### src/rtl/gpio_port_pkg.sv
package gpio_port_pkg;
   typedef enum logic [1:0] {
      SEL_LATCH = 2'd0,
      SEL_DIR   = 2'd1,
      SEL_PULL  = 2'd2,
      SEL_ANA   = 2'd3
   } reg_sel_e;
endpackage

### src/rtl/gpio_sync.sv
module gpio_sync #(
   parameter int W      = 8,
   parameter int STAGES = 2
) (
   input  logic         clk,
   input  logic         rst_n,
   input  logic [W-1:0] d,
   output logic [W-1:0] q
);
   logic [W-1:0] stage_q [STAGES];

   generate
      if (STAGES < 2) begin : g_bad_depth
         $error("gpio_sync needs at least two stages");
      end
      for (genvar s = 0; s < STAGES; s++) begin : g_stage
         if (s == 0) begin : g_first
            always_ff @(posedge clk or negedge rst_n) begin
               if (!rst_n) stage_q[0] <= '0;
               else        stage_q[0] <= d;
            end
         end else begin : g_next
            always_ff @(posedge clk or negedge rst_n) begin
               if (!rst_n) stage_q[s] <= '0;
               else        stage_q[s] <= stage_q[s-1];
            end
         end
      end
   endgenerate

   assign q = stage_q[STAGES-1];
endmodule

### src/rtl/gpio_regs.sv
module gpio_regs
   import gpio_port_pkg::*;
#(
   parameter int NPINS   = 8,
   parameter int NANALOG = 4
) (
   input  logic             clk,
   input  logic             rst_n,
   input  logic             wr_en,
   input  logic [1:0]       wr_sel,
   input  logic [NPINS-1:0] wr_data,
   output logic [NPINS-1:0] latch_q,
   output logic [NPINS-1:0] dir_q,
   output logic [NPINS-1:0] pull_q,
   output logic [NPINS-1:0] ana_q
);
   reg_sel_e wsel;
   assign wsel = reg_sel_e'(wr_sel);

   always_ff @(posedge clk or negedge rst_n) begin
      if (!rst_n) begin
         latch_q <= '0;
         dir_q   <= '0;
         pull_q  <= '0;
      end else if (wr_en) begin
         if (wsel == SEL_LATCH) latch_q <= wr_data;
         if (wsel == SEL_DIR)   dir_q   <= wr_data;
         if (wsel == SEL_PULL)  pull_q  <= wr_data;
      end
   end

   generate
      for (genvar i = 0; i < NPINS; i++) begin : g_ana
         if (i < NANALOG) begin : g_store
            always_ff @(posedge clk or negedge rst_n) begin
               if (!rst_n)                       ana_q[i] <= 1'b0;
               else if (wr_en && wsel == SEL_ANA) ana_q[i] <= wr_data[i];
            end
         end else begin : g_none
            assign ana_q[i] = 1'b0;
         end
      end
   endgenerate


   dir_write_chk: assert property (@(posedge clk) disable iff (!rst_n)
      (wr_en && wsel == SEL_DIR) |=> (dir_q == $past(wr_data)));

   pull_write_chk: assert property (@(posedge clk) disable iff (!rst_n)
      (wr_en && wsel == SEL_PULL) |=> (pull_q == $past(wr_data)));
endmodule

### src/rtl/gpio_pin_cell.sv
module gpio_pin_cell (
   input  logic clk,
   input  logic rst_n,
   input  logic freeze,
   input  logic dir,
   input  logic latch,
   input  logic pull,
   input  logic ana,
   input  logic sync_in,
   output logic oe,
   output logic out,
   output logic pu,
   output logic core_in
);
   logic drive_ok;
   assign drive_ok = rst_n && !freeze && !ana;

   assign oe      = dir && drive_ok;
   assign out     = latch;
   assign pu      = pull && rst_n && !oe;
   assign core_in = sync_in && !freeze && !ana;


   hold_hiz_chk: assert property (@(posedge clk) disable iff (!rst_n)
      freeze |-> !oe);

   hold_in_zero_chk: assert property (@(posedge clk) disable iff (!rst_n)
      freeze |-> !core_in);

   ana_quiet_chk: assert property (@(posedge clk) disable iff (!rst_n)
      ana |-> (!oe && !core_in));

   always_comb begin
      if (!rst_n) begin
         rst_quiet_chk: assert (!oe && !pu);
      end
   end
endmodule

### src/rtl/gpio_standby_port.sv
module gpio_standby_port
   import gpio_port_pkg::*;
#(
   parameter int NPINS       = 8,
   parameter int NANALOG     = 4,
   parameter int SYNC_STAGES = 2
) (
   input  logic               clk,
   input  logic               rst_n,
   input  logic               stop,
   input  logic               sleep,
   input  logic               stby_hold,
   input  logic               wr_en,
   input  logic [1:0]         wr_sel,
   input  logic [NPINS-1:0]   wr_data,
   input  logic [1:0]         rd_sel,
   output logic [NPINS-1:0]   rd_data,
   input  logic [NPINS-1:0]   pad_in,
   output logic [NPINS-1:0]   pad_oe,
   output logic [NPINS-1:0]   pad_out,
   output logic [NPINS-1:0]   pad_pu,
   output logic [NPINS-1:0]   core_in,
   output logic [NPINS-1:0]   irq_in,
   output logic [NANALOG-1:0] ana_sel
);
   generate
      if (NANALOG < 1 || NANALOG > NPINS) begin : g_bad_ana
         $error("NANALOG must lie between 1 and NPINS");
      end
      if (NPINS < 1) begin : g_bad_pins
         $error("NPINS must be positive");
      end
   endgenerate

   logic [NPINS-1:0] latch_q, dir_q, pull_q, ana_q, sync_q;
   logic             freeze;

   assign freeze = stop && stby_hold;

   gpio_regs #(.NPINS(NPINS), .NANALOG(NANALOG)) u_regs (
      .clk(clk), .rst_n(rst_n), .wr_en(wr_en), .wr_sel(wr_sel),
      .wr_data(wr_data), .latch_q(latch_q), .dir_q(dir_q),
      .pull_q(pull_q), .ana_q(ana_q)
   );

   gpio_sync #(.W(NPINS), .STAGES(SYNC_STAGES)) u_sync (
      .clk(clk), .rst_n(rst_n), .d(pad_in), .q(sync_q)
   );

   generate
      for (genvar i = 0; i < NPINS; i++) begin : g_pin
         gpio_pin_cell u_cell (
            .clk(clk), .rst_n(rst_n), .freeze(freeze),
            .dir(dir_q[i]), .latch(latch_q[i]), .pull(pull_q[i]),
            .ana(ana_q[i]), .sync_in(sync_q[i]),
            .oe(pad_oe[i]), .out(pad_out[i]), .pu(pad_pu[i]),
            .core_in(core_in[i])
         );
      end
   endgenerate

   assign irq_in  = pad_in;
   assign ana_sel = ana_q[NANALOG-1:0];

   reg_sel_e rsel;
   assign rsel = reg_sel_e'(rd_sel);

   always_comb begin
      case (rsel)
         SEL_LATCH: rd_data = (dir_q & latch_q) | (~dir_q & core_in);
         SEL_DIR:   rd_data = dir_q;
         SEL_PULL:  rd_data = pull_q;
         default:   rd_data = ana_q;
      endcase
   end


   sleep_normal_chk: assert property (@(posedge clk) disable iff (!rst_n)
      (sleep && !freeze) |-> (pad_oe == (dir_q & ~ana_q)));

   generate
      if (SYNC_STAGES == 2) begin : g_sync_chk
         logic [1:0] up_cnt;
         always_ff @(posedge clk or negedge rst_n) begin
            if (!rst_n)             up_cnt <= '0;
            else if (up_cnt != 2'd3) up_cnt <= up_cnt + 2'd1;
         end

         sync_lat_chk: assert property (@(posedge clk) disable iff (!rst_n)
            (up_cnt == 2'd3) |-> (sync_q == $past(pad_in, 2)));
      end
   endgenerate
endmodule

### config.mk
export PLATFORM = sky130hd
export DESIGN_NAME = gpio_standby_port
export DESIGN_NICKNAME = d
export VERILOG_FILES = /design/src/rtl/gpio_port_pkg.sv /design/src/rtl/gpio_sync.sv /design/src/rtl/gpio_regs.sv /design/src/rtl/gpio_pin_cell.sv /design/src/rtl/gpio_standby_port.sv
export SDC_FILE = /design/constraint.sdc
export NUM_CORES = 1
export LEC_CHECK = 0
export BUFFER_PORTS_ARGS = -buffer_cell sky130_fd_sc_hd__buf_2
export CORE_MARGIN = 2
export CORE_UTILIZATION = 50
export DETAILED_ROUTE_END_ITERATION = 7
export GPL_TIMING_DRIVEN = 0
export PLACE_DENSITY = 0.83
export SETUP_SLACK_MARGIN = 0.02
export SKIP_LAST_GASP = 1
export SYNTH_ARGS = -nofsm -noshare
export SYNTH_HDL_FRONTEND = slang
export SYNTH_HIERARCHICAL = 1
export SYNTH_SLANG_ARGS = --single-unit
### constraint.sdc
create_clock -name clk -period 1.9 [get_ports clk]
set_input_delay 0.095 -clock clk [delete_from_list [all_inputs] [get_ports clk]]
set_output_delay 0.095 -clock clk [all_outputs]
set_load 0.03 [all_outputs]
; ---- Word level (Yosys, flattened, before mapping)
; Index checks and enable logic that the tools add are counted.
[op_classes]
n_shift = 0
order_cmp = 0
n_addsub = 0
div = 0
n_eq_ne = 5
muxes = 1
mul = 0
n_reduce_logical = 61
bitwise = 4
[ops]
columns = op, n
row1 = logical AND 1 bit, 43
row2 = case mux 8 bit (3 select lines), 1
row3 = bitwise AND 8 bit, 2
row4 = zero test 1 bit, 13
row5 = NOT 8 bit, 1
row6 = OR 8 bit, 1
row7 = == test 2 bit (second input constant), 3
row8 = AND reduction 2 bit, 3
row9 = == test 2 x 1 -> 1 bit (second input constant), 2
row10 = zero test 2 bit, 2
[word_totals]
ram_bits = 0
regBits = 44
mem_bits_ro = 0
out_inout_bits = 52
latch_bits = 0
mem_count = 0
inputBits = 26

; ---- Depth between registers and ports, before layout
[depth]
ltp_word = 7
depth_mapped = 6
mapped_depth_nobuf = 6

; ---- By module
; The synthesis kept the hierarchy.
[by_module_without_submodules]
columns = mod, n_inst, cells_per_inst, area_each_um2, seq_area_each_um2
row1 = gpio_regs, 1, 65, 1096.1, 700.7
row2 = gpio_sync, 1, 24, 460.4, 400.4
row3 = gpio_standby_port, 1, 62, 452.9, 0.0
row4 = gpio_pin_cell, 8, 6, 36.3, 0.0

; ---- Worst setup path before layout
; Ideal clock, no wire load.
[synth_timing]
path_kind = input-to-output
start = in stop
end = out rd_data[5]
arrival_ps = 1640
required_ps = 1805
path_slack_ps = 165
path_stages = 6
path_cell_list = and2_1 -> nor2_2 -> and2_2 -> nor2b_1 -> o32ai_1 -> nor3_1
[synth_between]
elab_chain_len = 6
[synth_rtl]
columns = element, line
row1 = "start, declared", gpio_standby_port.sv:10  ; input logic stop,
row2 = logical AND 1 bit, gpio_standby_port.sv:38  ; assign freeze = stop && stby_hold;
row3 = zero test 1 bit, gpio_pin_cell.sv:21  ; assign core_in = sync_in && !freeze && !ana;
row4 = logical AND 1 bit, gpio_pin_cell.sv:21
row5 = net core_in[5], gpio_standby_port.sv:22  ; output logic [NPINS-1:0] core_in,
row6 = bitwise AND 8 bit, gpio_standby_port.sv:70  ; SEL_LATCH: rd_data = (dir_q & latch_q) | (~dir_q & core_in);
row7 = OR 8 bit, gpio_standby_port.sv:70
row8 = case mux 8 bit (3 select lines), gpio_standby_port.sv:69  ; case (rsel)
row9 = "end, declared", gpio_standby_port.sv:17  ; output logic [NPINS-1:0] rd_data,
; The timed path passes the listed nets, and every way through them passes these cells.

; ---- Final worst setup path
[layout_timing]
start = reg u_regs.ana_q[1]
end = out rd_data[1]
[layout_between]
elab_chain_len = 5
[layout_rtl]
columns = element, line
row1 = "start, declared", gpio_regs.sv:15  ; output logic [NPINS-1:0] ana_q
row2 = "start signal, assigned by index", gpio_regs.sv:37  ; else if (wr_en && wsel == SEL_ANA) ana_q[i] <= wr_data[i];
row3 = zero test 1 bit, gpio_pin_cell.sv:21
row4 = logical AND 1 bit, gpio_pin_cell.sv:21
row5 = bitwise AND 8 bit, gpio_standby_port.sv:70
row6 = OR 8 bit, gpio_standby_port.sv:70
row7 = case mux 8 bit (3 select lines) (*), gpio_standby_port.sv:69
; Mark *: on every way between the ends. The rest lies on a longest branch, timed or not.

==> results.json <==
{
  "setup_viol": 0,
  "syn_inst": 199,
  "cts.sinks": 44,
  "clk-insertion-delay-late_ns": 0.29,
  "rows": 24,
  "p_leak_nw": 1.486,
  "cts_tree": "done",
  "via_per_inst": 5.076,
  "yosysUniqueCellTypes": 25,
  "worst_pin_slew_ns": 1.143,
  "pre_cts_ws_ns": 0.2355,
  "drt-pass1-iter-count": 4,
  "nNetsFinal": 317,
  "area_growth_pct": 26.93,
  "antenna_found_initial": 0,
  "intPower_mw": 1.752,
  "numCtsBuffers": 5,
  "ir_worst_vdd_v": 0.0006798,
  "critPathKind": "reg -> out",
  "switching_power_mw": 0.9353,
  "hold_viol_final": 0,
  "die_y_um": 71.82,
  "die_x_um": 71.82,
  "overflow": 0,
  "required_ns": 1.80,
  "fin_ws_ns": 0.1762,
  "holdWs_ns": 0.02303,
  "status": "finished, final reports clean",
  "synth-seq-cells": 44,
  "ant_nets": 0,
  "cts_buffer_depth": 2,
  "drc": 0,
  "critPathLaunchType": "flip-flop",
  "antenna_cells": 0,
  "grt_pass1_vias": 1651,
  "grt_util_all_layers_pct": 19.20,
  "finalSetupTns_ns": 0,
  "finish.utilization_pct": 66.58,
  "avgSynthCellArea_um2": 11.56,
  "p_sw_share_pct": 34.81,
  "netlist_area_um2": 2300,
  "p_total_mw": 2.687,
  "finalNonFillerCells": 344,
  "gp_congestion": 0.7559,
  "ys_seq_area_share_pct": 47.88,
  "drive_gt1_share_pct": 60.27,
  "dp_hpwl_mm": 3.298,
  "p_comb_share_pct": 34.3,
  "die_area_um2": 5158,
  "fin_area_um2": 2919,
  "h-tree-depth": 2,
  "pin_count": 78,
  "end_kind": "primary output",
  "arrival_ns": 1.63,
  "num_vias": 1746,
  "dpl-instance-area_um2": 2746,
  "root_buffer": "clkbuf_8",
  "power_frac_seq_pct": 43.8,
  "holdCritPathClass": "in -> async",
  "yosys_warnings": 6,
  "clock.fmax_mhz": 580.1,
  "crit_fanout": 4,
  "skew_ns": 0.003217,
  "clkPwrFrac_pct": 21.9,
  "fin_crit_ns": 1.724,
  "powerDensity_nw_per_um2": 920.6,
  "slew_viol_final": 0,
  "grt_max_degree": 61,
  "start_util_pct": 52.45,
  "wirelength_mm": 4.742,
  "drtIter0Drc": 61,
  "post-route-period-util_pct": 90.73,
  "relSlewSlack_pct": 23.79,
  "core-area_um2": 4384,
  "io_buffers": 74,
  "grt_pass1_wl_mm": 7.590,
  "rsz0062_at_grt": "false",
  "clk_pin_slew_ns": 0.08,
  "cap_violations": 0,
  "avgRoutedWirePerCell_um": 13.78,
  "post-place-cells": 328
}
-- power by group through the flow --
stage | clock network (mW) | logic (mW) | registers (mW)
after floorplan | 0 | 0.658 | 1.20
after global placement | 0 | 0.901 | 1.19
after detailed placement | 0 | 0.916 | 1.19
final | 0.588 | 0.923 | 1.18
after CTS | 0.606 | 0.930 | 1.18
after global routing | 0.645 | 0.992 | 1.20
-- placed cells by master, fill, tap and decap left out, types with 2 or more instances in the layout --
cell / Yosys / layout
buf_6: 3 / 3
mux2_4: 3 / 3
o21ai_0: 7 / 7
nand2_1: 16 / 16
buf_4: 29 / 29
inv_1: 7 / 7
dlygate4sd3_1: 0 / 8
nand3b_2: 2 / 2
buf_2: 1 / 75
and3_1: 8 / 8
conb_1: 1 / 4
clkinv_2: 0 / 2
o21ai_2: 7 / 7
dfrtp_1: 44 / 44
o31a_1: 7 / 7
and2_2: 8 / 8
mux2_2: 32 / 32
nor2_2: 8 / 8
a21oi_1: 8 / 8
clkbuf_8: 0 / 6
-- critical path, cell delays in order (launching register included) --
cell	delay [ns]
dfrtp_1	0.42
nor2_2	0.13
and2_2	0.18
inv_1	0.04
o31a_1	0.24
o21ai_2	0.11
buf_2	0.21
-- state kept, by name (all words and copies together) (netlist names) --
signal and count:
u_regs/dir_q 8, u_sync/q 8, u_regs/ana_q 4, u_regs/latch_q 8
u_sync/stage_q 8, u_regs/pull_q 8
-- synthesized netlist by cell type (all sizes together) --
cell type,number,area (um2)
inv,7,26.28
mux2,35,405.4
a21oi,8,40.04
nor2b,1,6.260
nor4b,1,8.760
nand3b,2,22.52
conb,1,3.750
and3,8,50.05
nor2,8,50.05
o32ai,1,8.760
nor3,1,5.000
dfrtp,44,1101
nand3,1,5.000
o21ai,14,96.34
o31a,7,61.31
nand2,16,60.06
and2,9,66.32
nor3b,2,26.28
buf,33,256.5
-- metal layers --
layer	wire length, um	global-route usage, %	vias to the layer above
met2	2412	32.20	61
met1	1958	24.19	840
met3	336	5.063	4
met5	0	0	-
li1	-	-	841
met4	34	6.499	0
-- repair_timing --
item / 4_1_cts / 5_1_grt
hold buffers: 8 / 0
hold endpoints to repair: 8 / 0
setup endpoints to repair: 0 / 0
buffers inserted: 0 / 0
gates resized for setup: 0 / 0
-- final cells by class --
cell class	instances	area, um2
clock inverter	2	10.01
clock buffer	6	82.58
multi-input combinational	118	927.1
tap	52	65.06
timing repair buffer	82	450.4
sequential	44	1101
fill	351	1465
buffer	33	256.5
inverter	7	26.28
-- path summary, 6_finish.rpt --
kind,slack [ns],from,to,depth (start not counted)
worst max-delay path,0.18,u_regs/ana_q[1],rd_data[1],6
worst min-delay path,0.02,rst_n,u_sync/q[3],1
worst max register to register,1.08,u_regs/ana_q[0],u_regs/ana_q[0],1
worst min register to register,0.35,u_sync/stage_q[12],u_sync/q[4],0
max in group asynchronous,1.17,rst_n,u_sync/q[5],1
min in group clk,0.06,wr_data[6],u_regs/pull_q[6],2
-- kinds of logic after synthesis --
logic type | synth area share (%)
other | 0.1631
and+or+nand+nor | 13.06
AOI/OAI and AO/OA | 8.977
buffers and inverters | 12.30
DFF | 47.88
muxes | 17.63
Note: power is estimated with default switching activity, not from simulation.
